`src/rtl/uwipe_pkg.sv`:
```
package uwipe_pkg;

  typedef struct packed {
    logic flag;
    logic ie;
    logic en;
  } ctl_t;

  localparam int CTL_W = $bits(ctl_t);

endpackage

```
`src/rtl/uwipe_sync.sv`:
```
module uwipe_sync #(
  parameter int STAGES = 2
) (
  input  logic clk,
  input  logic rst,
  input  logic pin_n,
  output logic fall
);

  logic [STAGES-1:0] sh;
  logic              prev;

  generate
    for (genvar i = 0; i < STAGES; i++) begin : g_stage
      if (i == 0) begin : g_first
        always_ff @(posedge clk) begin
          if (rst) sh[0] <= 1'b1;
          else     sh[0] <= pin_n;
        end
      end else begin : g_next
        always_ff @(posedge clk) begin
          if (rst) sh[i] <= 1'b1;
          else     sh[i] <= sh[i-1];
        end
      end
    end
  endgenerate

  always_ff @(posedge clk) begin
    if (rst) prev <= 1'b1;
    else     prev <= sh[STAGES-1];
  end

  assign fall = prev & ~sh[STAGES-1];

endmodule

```
`src/rtl/uwipe_seq.sv`:
```
module uwipe_seq #(
  parameter int DEPTH  = 114,
  parameter int DATA_W = 8,
  parameter int ADDR_W = 7
) (
  input  logic              clk,
  input  logic              rst,
  input  logic              start_req,
  output logic              accept,
  output logic              busy_nxt,
  output logic              fill_last,
  output logic              wr_en,
  output logic [ADDR_W-1:0] wr_addr,
  output logic [DATA_W-1:0] wr_data
);

  localparam logic [ADDR_W-1:0] LAST_ADDR = ADDR_W'(DEPTH - 1);

  assign accept    = start_req & ~wr_en;
  assign fill_last = wr_en & (wr_addr == LAST_ADDR);
  assign busy_nxt  = accept | (wr_en & ~fill_last);

  always_ff @(posedge clk) begin
    if (rst) begin
      wr_en   <= 1'b0;
      wr_addr <= '0;
      wr_data <= '0;
    end else if (accept) begin
      wr_en   <= 1'b1;
      wr_addr <= '0;
      wr_data <= '1;
    end else if (wr_en) begin
      if (fill_last) begin
        wr_en   <= 1'b0;
        wr_addr <= '0;
        wr_data <= '0;
      end else begin
        wr_addr <= wr_addr + 1'b1;
      end
    end
  end

endmodule

```
`src/rtl/uwipe_lock.sv`:
```
module uwipe_lock #(
  parameter int REC_CYCLES = 160,
  localparam int CNT_W = $clog2(REC_CYCLES + 1)
) (
  input  logic clk,
  input  logic rst,
  input  logic start,
  input  logic busy_nxt,
  output logic bus_lock
);

  logic [CNT_W-1:0] cnt, cnt_nxt;

  always_comb begin
    if (start)           cnt_nxt = CNT_W'(REC_CYCLES);
    else if (cnt != '0)  cnt_nxt = cnt - 1'b1;
    else                 cnt_nxt = '0;
  end

  always_ff @(posedge clk) begin
    if (rst) begin
      cnt      <= '0;
      bus_lock <= 1'b0;
    end else begin
      cnt      <= cnt_nxt;
      bus_lock <= (cnt_nxt != '0) | busy_nxt;
    end
  end

endmodule

```
`src/rtl/uwipe_regs.sv`:
```
module uwipe_regs
  import uwipe_pkg::*;
(
  input  logic             clk,
  input  logic             rst,
  input  logic             ctl_we,
  input  logic [CTL_W-1:0] ctl_wdata,
  input  logic             fill_done,
  input  logic             ext_irq,
  output logic [CTL_W-1:0] ctl_rdata,
  output logic             armed,
  output logic             irq_n
);

  ctl_t q, w;

  assign w = ctl_t'(ctl_wdata);

  always_ff @(posedge clk) begin
    if (rst) begin
      q <= '0;
    end else begin
      if (ctl_we) begin
        q.en <= w.en;
        q.ie <= w.ie;
      end
      if (fill_done)               q.flag <= 1'b1;
      else if (ctl_we && !w.flag)  q.flag <= 1'b0;
    end
  end

  always_ff @(posedge clk) begin
    if (rst) irq_n <= 1'b1;
    else     irq_n <= ~((q.flag & q.ie) | ext_irq);
  end

  assign ctl_rdata = q;
  assign armed     = q.en;

endmodule

```
`src/rtl/uwipe.sv`:
```
module uwipe
  import uwipe_pkg::*;
#(
  parameter int DEPTH       = 114,
  parameter int DATA_W      = 8,
  parameter int REC_CYCLES  = 160,
  parameter int SYNC_STAGES = 2,
  localparam int ADDR_W     = $clog2(DEPTH)
) (
  input  logic              clk,
  input  logic              rst,
  input  logic              clr_n,
  input  logic              ctl_we,
  input  logic [CTL_W-1:0]  ctl_wdata,
  output logic [CTL_W-1:0]  ctl_rdata,
  input  logic              ext_irq,
  output logic              irq_n,
  output logic              bus_lock,
  output logic              wr_en,
  output logic [ADDR_W-1:0] wr_addr,
  output logic [DATA_W-1:0] wr_data
);

  logic fall, armed, accept, busy_nxt, fill_last;

  uwipe_sync #(.STAGES(SYNC_STAGES)) u_sync (
    .clk   (clk),
    .rst   (rst),
    .pin_n (clr_n),
    .fall  (fall)
  );

  uwipe_seq #(.DEPTH(DEPTH), .DATA_W(DATA_W), .ADDR_W(ADDR_W)) u_seq (
    .clk       (clk),
    .rst       (rst),
    .start_req (fall & armed),
    .accept    (accept),
    .busy_nxt  (busy_nxt),
    .fill_last (fill_last),
    .wr_en     (wr_en),
    .wr_addr   (wr_addr),
    .wr_data   (wr_data)
  );

  uwipe_lock #(.REC_CYCLES(REC_CYCLES)) u_lock (
    .clk      (clk),
    .rst      (rst),
    .start    (accept),
    .busy_nxt (busy_nxt),
    .bus_lock (bus_lock)
  );

  uwipe_regs u_regs (
    .clk       (clk),
    .rst       (rst),
    .ctl_we    (ctl_we),
    .ctl_wdata (ctl_wdata),
    .fill_done (fill_last),
    .ext_irq   (ext_irq),
    .ctl_rdata (ctl_rdata),
    .armed     (armed),
    .irq_n     (irq_n)
  );

endmodule

```
`config.mk`:
```
export PLATFORM = sky130hd
export DESIGN_NAME = uwipe
export DESIGN_NICKNAME = d
export VERILOG_FILES = /design/src/rtl/uwipe_pkg.sv /design/src/rtl/uwipe_sync.sv /design/src/rtl/uwipe_seq.sv /design/src/rtl/uwipe_lock.sv /design/src/rtl/uwipe_regs.sv /design/src/rtl/uwipe.sv
export SDC_FILE = /design/constraint.sdc
export NUM_CORES = 1
export LEC_CHECK = 0
export BUFFER_PORTS_ARGS = -buffer_cell sky130_fd_sc_hd__buf_2
export CORE_MARGIN = 2
export CORE_UTILIZATION = 51
export CTS_BUF_LIST = sky130_fd_sc_hd__clkbuf_8
export DETAILED_ROUTE_END_ITERATION = 7
export PLACE_DENSITY = 0.8
export REMOVE_ABC_BUFFERS = 1
export SLEW_MARGIN = 10
export SYNTH_ARGS = -nofsm -noshare
export SYNTH_HDL_FRONTEND = slang
export SYNTH_SLANG_ARGS = --single-unit
```
`constraint.sdc`:
```
create_clock -name clk -period 3.31 [get_ports clk]
set_clock_uncertainty 0.15 [all_clocks]
set_input_delay 0.662 -clock clk [delete_from_list [all_inputs] [get_ports clk]]
set_output_delay 0.662 -clock clk [all_outputs]
set_load 0.02 [all_outputs]
```
==> results.json <==
{
  "avgRoutedWirePerCell_um": 12.5,
  "synth-seq-cells": 25,
  "layoutNonFillerInstCount": 171,
  "initial_core_util": 0.554,
  "finalSetupViolations": 0,
  "critical-path-slowest-cell": "or4_4",
  "stdcell_area_um2": 1260,
  "slew_violations": 0,
  "finalHoldViolCount": 0,
  "ios": 29,
  "rsz0062_at_grt": "no",
  "cp_cell_sequence": "or4_4, or4b_4, a221oi_2, a41oi_1",
  "startpoint_type": "register",
  "hpwl_um": 1520,
  "synth.distinct_cells": 29,
  "area.growth.synth_to_final_pct": 12.8,
  "swShare": 0.346,
  "die_y_um": 50.9,
  "fp-row-count": 16,
  "insertion_delay_ps": 260,
  "peakVddDrop_v": 0.000616,
  "routed_wl_um": 2140,
  "multi_input_comb_area_um2": 518,
  "track_usage": 0.181,
  "clkTransAtPathRegs_ps": 80,
  "synth-simple-area-share": 0.258,
  "syn_area_per_cell_um2": 9.25,
  "path_max_fanout": 4,
  "core_um2": 2020,
  "worstSetupEndpointType": "register",
  "mostFrequentLayoutCells": "buf_2, dfxtp_1, nor2_1",
  "layout_commonest_cell": "buf_2",
  "drive_above_1_share": 0.278,
  "p_sw_uw": 316,
  "grt_pass1_wl_um": 3520,
  "synth_top_area_cell": "dfxtp_1",
  "pwr-share-seq": 0.443,
  "synth_compound_area_frac": 0.0704,
  "yosysWarnings": 0,
  "antenna_found_initial": 0,
  "p_comb_frac": 0.370,
  "drt-pass1-iter-count": 4,
  "min_path_type": "reg2reg",
  "crit_type": "reg2reg",
  "seqCellArea_um2": 500,
  "drtIter0Drc": 13,
  "grt_overflow_total": 0,
  "cts_hold_buffers": 0,
  "outcome": "completed",
  "critPathMaxStageDelay_ps": 550,
  "p_clk_frac": 0.187,
  "drtAntennaViolNets": 0,
  "final_nets": 157,
  "synth_xor_area_frac": 0.0626,
  "finalCritPeriodShare": 0.633,
  "yosysSeqAreaShare": 0.447,
  "grt_pass1_vias": 784,
  "synth_top_family_by_area": "simple AND/OR/NAND/NOR gates",
  "cts-buffers-inserted": 3,
  "cts_resized": 0,
  "synthMuxAreaShare": 0.0268,
  "gp_congestion": 0.804,
  "vias": 888,
  "worstPathRequired_ps": 3280,
  "portBuffers": 28,
  "cts_tree": "done",
  "cp_data_arrival_time_ps": 2070,
  "fill_cells": 176,
  "grt_max_degree": 15,
  "cellLeakagePower_nw": 0.566,
  "postCtsSetupBuffers": 0,
  "synth_fa_ha_area_frac": 0.0447,
  "ys_top_cells_by_area": "dfxtp_1, nor2_1, buf_4, ha_1, xnor2_1",
  "tightest_slew_ps": 408,
  "syn-cell-area_um2": 1120,
  "power_density_nw_per_um2": 723,
  "cts-root-buf": "clkbuf_8",
  "tns_ps": 0,
  "synth_top_area_share": 0.447,
  "post-place-cells": 167,
  "die_w_um": 50.9,
  "place_area_um2": 1220,
  "maxCapViolCount": 0,
  "p_int_uw": 598,
  "cts.sinks": 25,
  "vias_per_cell": 5.19,
  "n_antenna_cell": 0,
  "drc": 0,
  "cts_buffer_depth": 2,
  "period_needed_ps": 2100,
  "timing.fmax_mhz": 477,
  "dieArea_um2": 2590,
  "syn_inst": 121,
  "slew_headroom": 0.727,
  "htreeDepth": 1
}
==> critical path, delay by kind of cell (launching register included) <==
kind	cells	cell delay, ps
AOI/OAI and AO/OA	2	420
DFF	1	340
and+or+nand+nor	2	1050
==> power groups by stage <==
stage          clock, mW  sequential (mW)  combinational [mW]
2_1_floorplan          0            0.411               0.255
3_3_place_gp           0            0.404               0.318
3_5_place_dp           0            0.409               0.325
4_1_cts            0.178            0.402               0.340
5_1_grt            0.188            0.411               0.383
6_report           0.171            0.405               0.339
==> metal layers <==
layer | track usage | routed length, µm
met1 | 0.222 | 954
met2 | 0.327 | 1100
met3 | 0.0351 | 78
met4 | 0.0405 | 6
met5 | 0 | 0
==> sequential cells by signal, summed over array words and instances (netlist names) <==
name              flops
u_seq.wr_addr         7
u_regs.ctl_rdata      2
u_regs.armed          1
u_seq.wr_en           1
u_sync.prev           1
u_seq.wr_data         1
u_sync.sh             2
u_lock.cnt            8
u_lock.bus_lock       1
u_regs.irq_n          1
==> final timing paths <==
kind	startpoint	end	slack (ps)	cells past startpoint
max	u_lock.cnt[6]	u_lock.bus_lock	1210	4
min	u_sync.sh[0]	u_sync.sh[1]	290	1
max reg2reg	u_lock.cnt[6]	u_lock.bus_lock	1210	4
min reg2reg	u_sync.sh[0]	u_sync.sh[1]	290	1
==> kinds of logic (layout without fill, tap and decap cells) <==
group | Yosys count | in the layout
compound gates | 12 | 12
xor+xnor | 8 | 8
fa+ha+maj | 4 | 4
flops | 25 | 25
simple gates | 54 | 54
buf+inv | 15 | 38
mux | 3 | 3
==> cell usage after synthesis <==
cell	count
a211oi_1	1
a21oi_1	7
a221oi_2	1
a41oi_1	1
buf_4	8
buf_6	2
dfxtp_1	25
ha_1	4
inv_1	5
mux2i_1	3
nand2_1	7
nand2b_1	2
nand3_1	1
nand3b_1	2
nand4_1	4
nor2_1	22
nor3_1	2
nor3b_1	2
nor4_1	1
nor4b_1	1
nor4bb_1	2
o21a_1	1
o21ai_0	1
or2_2	5
or3_1	1
or4_4	1
or4b_4	1
xnor2_1	5
xor2_1	3
==> metrics by stage <==
| stage | setup slack [ps] | utilization | hold slack, ps | total power, mW |
|---|---|---|---|---|
| 3_3_place_gp | 1300 | 0.603 | 249 | 0.723 |
| 5_1_grt | 1120 | 0.625 | 324 | 0.981 |
| 2_1_floorplan | 1190 | - | 239 | 0.666 |
| 4_1_cts | 1210 | 0.625 | 294 | 0.920 |
| 3_5_place_dp | 1280 | 0.603 | 268 | 0.734 |
| 6_report | 1210 | 0.625 | 291 | 0.914 |
==> cell type report <==
cell class	instances	area share
multi-input cells	81	0.410
flip-flops and latches	25	0.396
repair buffers	29	0.117
clock buffers	3	0.0327
well taps	27	0.0267
inverters	5	0.0149
clock inverters	1	0.00297
Power figures use the tool's default switching activity.
